File: config.mk
export PLATFORM = sky130hd
export DESIGN_NAME = busctl_pinmux
export DESIGN_NICKNAME = d
export VERILOG_FILES = /design/src/rtl/busctl_pkg.sv /design/src/rtl/busctl_cfg_reg.sv /design/src/rtl/busctl_pin_sel.sv /design/src/rtl/busctl_pad_drv.sv /design/src/rtl/busctl_pinmux.sv
export SDC_FILE = /design/constraint.sdc
export NUM_CORES = 1
export LEC_CHECK = 0
export CAP_MARGIN = 15
export CORE_UTILIZATION = 25
export CTS_CLUSTER_SIZE = 12
export DETAILED_ROUTE_END_ITERATION = 8
export PLACE_DENSITY = 0.78
export SLEW_MARGIN = 0
export SYNTH_ARGS = -nofsm -noshare
export SYNTH_HDL_FRONTEND = slang
export SYNTH_SLANG_ARGS = --single-unit
File: constraint.sdc
create_clock -name clk -period 1.09 [get_ports clk]
set_input_delay 0.218 -clock clk [delete_from_list [all_inputs] [get_ports clk]]
set_output_delay 0.218 -clock clk [all_outputs]
set_load 0.005 [all_outputs]
File: src/rtl/busctl_pkg.sv
package busctl_pkg;
    localparam int REG_W    = 8;
    localparam int NUM_PINS = 6;
    localparam int MODE_W   = 2;

    localparam int PIN_RW    = 0;
    localparam int PIN_STRB  = 1;
    localparam int PIN_CLK   = 2;
    localparam int PIN_PIPE0 = 3;
    localparam int PIN_PIPE1 = 4;
    localparam int PIN_NOACC = 5;

    localparam logic [REG_W-1:0] WRITABLE = 8'h3F;

    typedef enum logic [MODE_W-1:0] {
        OPM_WIDE   = 2'b00,
        OPM_NARROW = 2'b01,
        OPM_EMUL   = 2'b10
    } opmode_e;

    typedef struct packed {
        logic [1:0] rsvd;
        logic       noacc_en;
        logic       pipe_en;
        logic       clk_stretch;
        logic       clk_off;
        logic       strobe_en;
        logic       rw_en;
    } cfg_t;

    typedef struct packed {
        logic [NUM_PINS-1:0] fsel;
        logic [NUM_PINS-1:0] src;
    } route_t;

    function automatic opmode_e decode_mode(input logic [MODE_W-1:0] m);
        case (m)
            2'b00:   return OPM_WIDE;
            2'b01:   return OPM_NARROW;
            default: return OPM_EMUL;
        endcase
    endfunction

    function automatic cfg_t cfg_reset(input opmode_e m);
        cfg_t c;
        c = '0;
        c.clk_stretch = 1'b1;
        if (m != OPM_NARROW) begin
            c.rw_en     = 1'b1;
            c.strobe_en = 1'b1;
            c.pipe_en   = 1'b1;
            c.noacc_en  = 1'b1;
        end
        return c;
    endfunction
endpackage

File: src/rtl/busctl_cfg_reg.sv
module busctl_cfg_reg
    import busctl_pkg::*;
(
    input  logic              clk,
    input  logic              rst,
    input  logic [MODE_W-1:0] mode_raw,
    input  logic              wr_en,
    input  logic [REG_W-1:0]  wr_data,
    output opmode_e           mode_q,
    output cfg_t              cfg_q,
    output logic              locked_q
);
    opmode_e mode_at_rst;
    logic    wr_ok;

    assign mode_at_rst = decode_mode(mode_raw);
    assign wr_ok       = wr_en && !((mode_q == OPM_NARROW) && locked_q);

    always_ff @(posedge clk) begin
        if (rst) begin
            mode_q   <= mode_at_rst;
            cfg_q    <= cfg_reset(mode_at_rst);
            locked_q <= 1'b0;
        end else begin
            if (wr_ok)
                cfg_q <= cfg_t'(wr_data & WRITABLE);
            if (wr_en && (mode_q == OPM_NARROW))
                locked_q <= 1'b1;
        end
    end
endmodule

File: src/rtl/busctl_pin_sel.sv
module busctl_pin_sel
    import busctl_pkg::*;
(
    input  opmode_e    mode_q,
    input  cfg_t       cfg_q,
    input  logic       bus_rw,
    input  logic       bus_strobe,
    input  logic       bus_clk_raw,
    input  logic       bus_clk_str,
    input  logic [1:0] pipe_stat,
    input  logic       bus_noacc,
    input  logic       int_cycle,
    input  logic       vis_req,
    output route_t     route
);
    logic narrow;
    logic vis_eff;
    logic clk_src;
    logic clk_gated;

    assign narrow    = (mode_q == OPM_NARROW);
    assign vis_eff   = vis_req && !narrow;
    assign clk_src   = cfg_q.clk_stretch ? bus_clk_str : bus_clk_raw;
    assign clk_gated = clk_src && !(int_cycle && !vis_eff);

    always_comb begin
        route = '0;
        route.fsel[PIN_RW]    = cfg_q.rw_en;
        route.fsel[PIN_STRB]  = cfg_q.strobe_en && !narrow;
        route.fsel[PIN_CLK]   = !cfg_q.clk_off;
        route.fsel[PIN_PIPE0] = cfg_q.pipe_en;
        route.fsel[PIN_PIPE1] = cfg_q.pipe_en;
        route.fsel[PIN_NOACC] = cfg_q.noacc_en;

        route.src[PIN_RW]     = bus_rw;
        route.src[PIN_STRB]   = bus_strobe;
        route.src[PIN_CLK]    = clk_gated;
        route.src[PIN_PIPE0]  = pipe_stat[0];
        route.src[PIN_PIPE1]  = pipe_stat[1];
        route.src[PIN_NOACC]  = bus_noacc;
    end
endmodule

File: src/rtl/busctl_pad_drv.sv
module busctl_pad_drv #(
    parameter int NP = 6
) (
    input  logic [NP-1:0] fsel,
    input  logic [NP-1:0] src,
    input  logic [NP-1:0] gpio_dout,
    input  logic [NP-1:0] gpio_ddr,
    output logic [NP-1:0] pin_out,
    output logic [NP-1:0] pin_oe,
    output logic [NP-1:0] pin_pu
);
    for (genvar i = 0; i < NP; i++) begin : g_pin
        always_comb begin
            if (fsel[i]) begin
                pin_out[i] = src[i];
                pin_oe[i]  = 1'b1;
                pin_pu[i]  = 1'b0;
            end else begin
                pin_out[i] = gpio_dout[i];
                pin_oe[i]  = gpio_ddr[i];
                pin_pu[i]  = !gpio_ddr[i];
            end
        end
    end
endmodule

File: src/rtl/busctl_pinmux.sv
module busctl_pinmux
    import busctl_pkg::*;
(
    input  logic                clk,
    input  logic                rst,
    input  logic [MODE_W-1:0]   mode_sel,
    input  logic                cfg_wr,
    input  logic [REG_W-1:0]    cfg_wdata,
    output logic [REG_W-1:0]    cfg_rdata,
    input  logic                bus_rw,
    input  logic                bus_strobe,
    input  logic                bus_clk_raw,
    input  logic                bus_clk_str,
    input  logic [1:0]          pipe_stat,
    input  logic                bus_noacc,
    input  logic                int_cycle,
    input  logic                vis_req,
    input  logic [NUM_PINS-1:0] gpio_dout,
    input  logic [NUM_PINS-1:0] gpio_ddr,
    output logic [NUM_PINS-1:0] pin_out,
    output logic [NUM_PINS-1:0] pin_oe,
    output logic [NUM_PINS-1:0] pin_pu,
    output logic [NUM_PINS-1:0] pin_fsel
);
    opmode_e mode_q;
    cfg_t    cfg_q;
    logic    locked_q;
    route_t  route;

    busctl_cfg_reg i_cfg (
        .clk      (clk),
        .rst      (rst),
        .mode_raw (mode_sel),
        .wr_en    (cfg_wr),
        .wr_data  (cfg_wdata),
        .mode_q   (mode_q),
        .cfg_q    (cfg_q),
        .locked_q (locked_q)
    );

    busctl_pin_sel i_sel (
        .mode_q      (mode_q),
        .cfg_q       (cfg_q),
        .bus_rw      (bus_rw),
        .bus_strobe  (bus_strobe),
        .bus_clk_raw (bus_clk_raw),
        .bus_clk_str (bus_clk_str),
        .pipe_stat   (pipe_stat),
        .bus_noacc   (bus_noacc),
        .int_cycle   (int_cycle),
        .vis_req     (vis_req),
        .route       (route)
    );

    busctl_pad_drv #(.NP(NUM_PINS)) i_pad (
        .fsel      (route.fsel),
        .src       (route.src),
        .gpio_dout (gpio_dout),
        .gpio_ddr  (gpio_ddr),
        .pin_out   (pin_out),
        .pin_oe    (pin_oe),
        .pin_pu    (pin_pu)
    );

    assign cfg_rdata = cfg_q;
    assign pin_fsel  = route.fsel;
endmodule

==> results.json <==
{
  "status": "finished, violations left",
  "violations": "setup timing",
  "worstSkewPairLatency_ps": 250,
  "cellPowerDensity_nw_per_um2": 834,
  "die_area_um2": 2710,
  "cts_tree": "built",
  "power.share.clock": 0.198,
  "crit_path_end_kind": "primary output",
  "worst-path-buf-inv": 1,
  "layout_common_cells": "buf_6 (36), clkdlybuf4s50_1 (30), buf_2 (10), nand2b_1 (7)",
  "cts_htree_levels": 1,
  "required_ps": 870,
  "io_pins": 66,
  "grt_pass1_wl_mm": 3.03,
  "antenna_found_initial": 0,
  "firstDrtPassIters": 1,
  "p_int_uw": 948,
  "antenna_cells": 0,
  "synth_flop_cell": "edfxtp_1",
  "die_height_um": 52.0,
  "period_needed_ps": 1520,
  "cts_buffers": 3,
  "grtUsageTotal": 0.155,
  "port_buffers": 61,
  "regArea_um2": 245,
  "place_congestion": 0.721,
  "hpwl_mm": 1.52,
  "cp_max_fo": 3,
  "fp.dieW_um": 52.0,
  "multi_input_area_um2": 368,
  "worst_ep_arrival_time_ps": 1300,
  "synth_cells": 66,
  "final-hold-violation-count": 0,
  "netlist_area_um2": 626,
  "drc_errors": 0,
  "cts_root_buffer": "clkbuf_4",
  "start_util": 0.275,
  "path_cells": "nand2b_4 -> nand2_4 -> mux2_4 -> buf_6",
  "ir_worst_vdd_uv": 592,
  "combPwrFrac": 0.468,
  "vias": 761,
  "ys_warn_count": 0,
  "cts_sinks": 9,
  "avgSynthCellArea_um2": 9.48,
  "crit_type": "flop to primary output",
  "r2r_slack_ps": -290,
  "seqPwrFrac": 0.334,
  "clkSlewWorstSetupHoldPaths_ps": 60,
  "setup_ws_ps": -427,
  "crit_slowest_cell": "edfxtp_1",
  "fmax_ghz": 0.659,
  "utilization": 0.669,
  "drt-initial-drc-count": 0,
  "slowest_delay_ps": 390,
  "wirelength_mm": 2.04,
  "maxSlewViolCount": 0,
  "final_common_cell": "buf_6",
  "core_um2": 2280,
  "grt_max_degree": 8,
  "grt_remaining_overflow": 0,
  "clockBufferDepth": 2,
  "async_reset_ff_frac": 0,
  "vias_per_cell": 4.35,
  "nFillCells": 187,
  "drv_cap": 0,
  "switching_share": 0.253,
  "finalCritPeriodShare": 1.39,
  "final_antenna_net_count": 0,
  "num_rows": 17,
  "grt_pass1_vias": 740,
  "synthToLayoutAreaGrowth_pct": 143,
  "seq_area_frac_synth": 0.384,
  "hold_path.class": "flop to flop",
  "wire_per_inst_um": 11.6,
  "place_ws_ps": -649,
  "fin_skew_ps": 1.49,
  "leakage_nw": 0.715,
  "rsz0062_at_grt": "true",
  "startpoint_type": "flop",
  "p_sw_uw": 321,
  "setup_violations": 37,
  "ys_ff_latch": 9,
  "synth_edf_count": 6,
  "path_delay_family": "flip-flops",
  "drive_gt1_frac": 0.592,
  "nets": 182,
  "synth.distinct_cells": 23
}
-- per-layer routing --
metal,vias up,routed length (µm),track usage
li1,368,-,-
met1,338,667,0.133
met2,49,1140,0.316
met3,6,194,0.0263
met4,0,35,0.0946
met5,-,0,0
-- synth_stat cells (2+ instances only) --
cell	n	area (µm²)
buf_4	6	45.0
inv_1	9	33.8
o21ai_1	4	20.0
a21oi_1	2	10.0
dfxtp_1	3	60.1
mux2i_1	3	30.0
nor2_1	3	11.3
or2_2	4	25.0
edfxtp_1	6	180
mux2_2	4	45.0
nand2b_1	9	56.3
clkbuf_1	2	7.51
-- flip-flops by register name, summed over array words and instances, names as in the netlist --
name and count:
i_cfg.cfg_q 6, i_cfg.locked_q 1, i_cfg.mode_q 2
-- timing repair --
| item | CTS | global route |
|---|---|---|
| resized for setup | 165 | 16 |
| hold buffers | 0 | 0 |
| endpoints found under the hold margin | 0 | 0 |
| setup endpoints to repair | 40 | 40 |
| pin swaps | 13 | 1 |
| buffers inserted | 10 | 4 |
-- final cells by class --
type / instances / share of cell area
Inverter: 9 / 0.0222
Sequential cell: 9 / 0.161
Tap cell: 28 / 0.0230
Timing Repair Buffer: 84 / 0.535
Clock buffer: 4 / 0.0173
Multi-Input combinational cell: 41 / 0.242
-- through the flow --
step | power, mW | cells | hold slack (ps) | instance area [µm²] | TNS (ps)
2_1_floorplan | 0.582 | 67 | 330 | 629 | -8.49
3_5_place_dp | 0.919 | 161 | 543 | 1320 | -13400
6_report | 1.27 | 175 | 543 | 1520 | -9030
3_3_place_gp | 0.905 | 161 | 520 | 1320 | -12840
5_1_grt | 1.34 | 175 | 562 | 1520 | -10650
4_1_cts | 1.26 | 175 | 523 | 1490 | -10220
-- power groups by stage --
stage | Combinational (mW) | Clock [mW] | Sequential [mW]
finish | 0.594 | 0.251 | 0.424
CTS | 0.578 | 0.258 | 0.421
detailed placement | 0.495 | 0 | 0.424
global placement | 0.482 | 0 | 0.423
floorplan | 0.152 | 0 | 0.430
global route | 0.635 | 0.279 | 0.427
-- path summary, 6_finish.rpt --
| check | from | end | cells after the start |
|---|---|---|---|
| setup / recovery | i_cfg.mode_q[1]$_DFFE_PP_ | pin_out[1] | 4 |
| hold / removal | i_cfg.cfg_q[2]$_SDFFE_PP0N_ | i_cfg.cfg_q[2]$_SDFFE_PP0N_ | 2 |
| setup reg to reg | i_cfg.mode_q[1]$_DFFE_PP_ | i_cfg.cfg_q[0]$_DFFE_PP_ | 6 |
| hold reg to reg | i_cfg.cfg_q[2]$_SDFFE_PP0N_ | i_cfg.cfg_q[2]$_SDFFE_PP0N_ | 2 |
-- worst min-delay path: cells and delay by family (launching register included) --
kind          cells  cell delay, ps
flops             1             370
simple gates      1              70
mux               1              60
-- cells by family after synthesis --
family,count (synthesis),share of synthesized area
compound gates,10,0.116
buf+inv,17,0.138
flops,9,0.384
mux,8,0.144
other cells,1,0.00599
simple gates,21,0.212
Note: power is estimated with default switching activity, not from simulation.
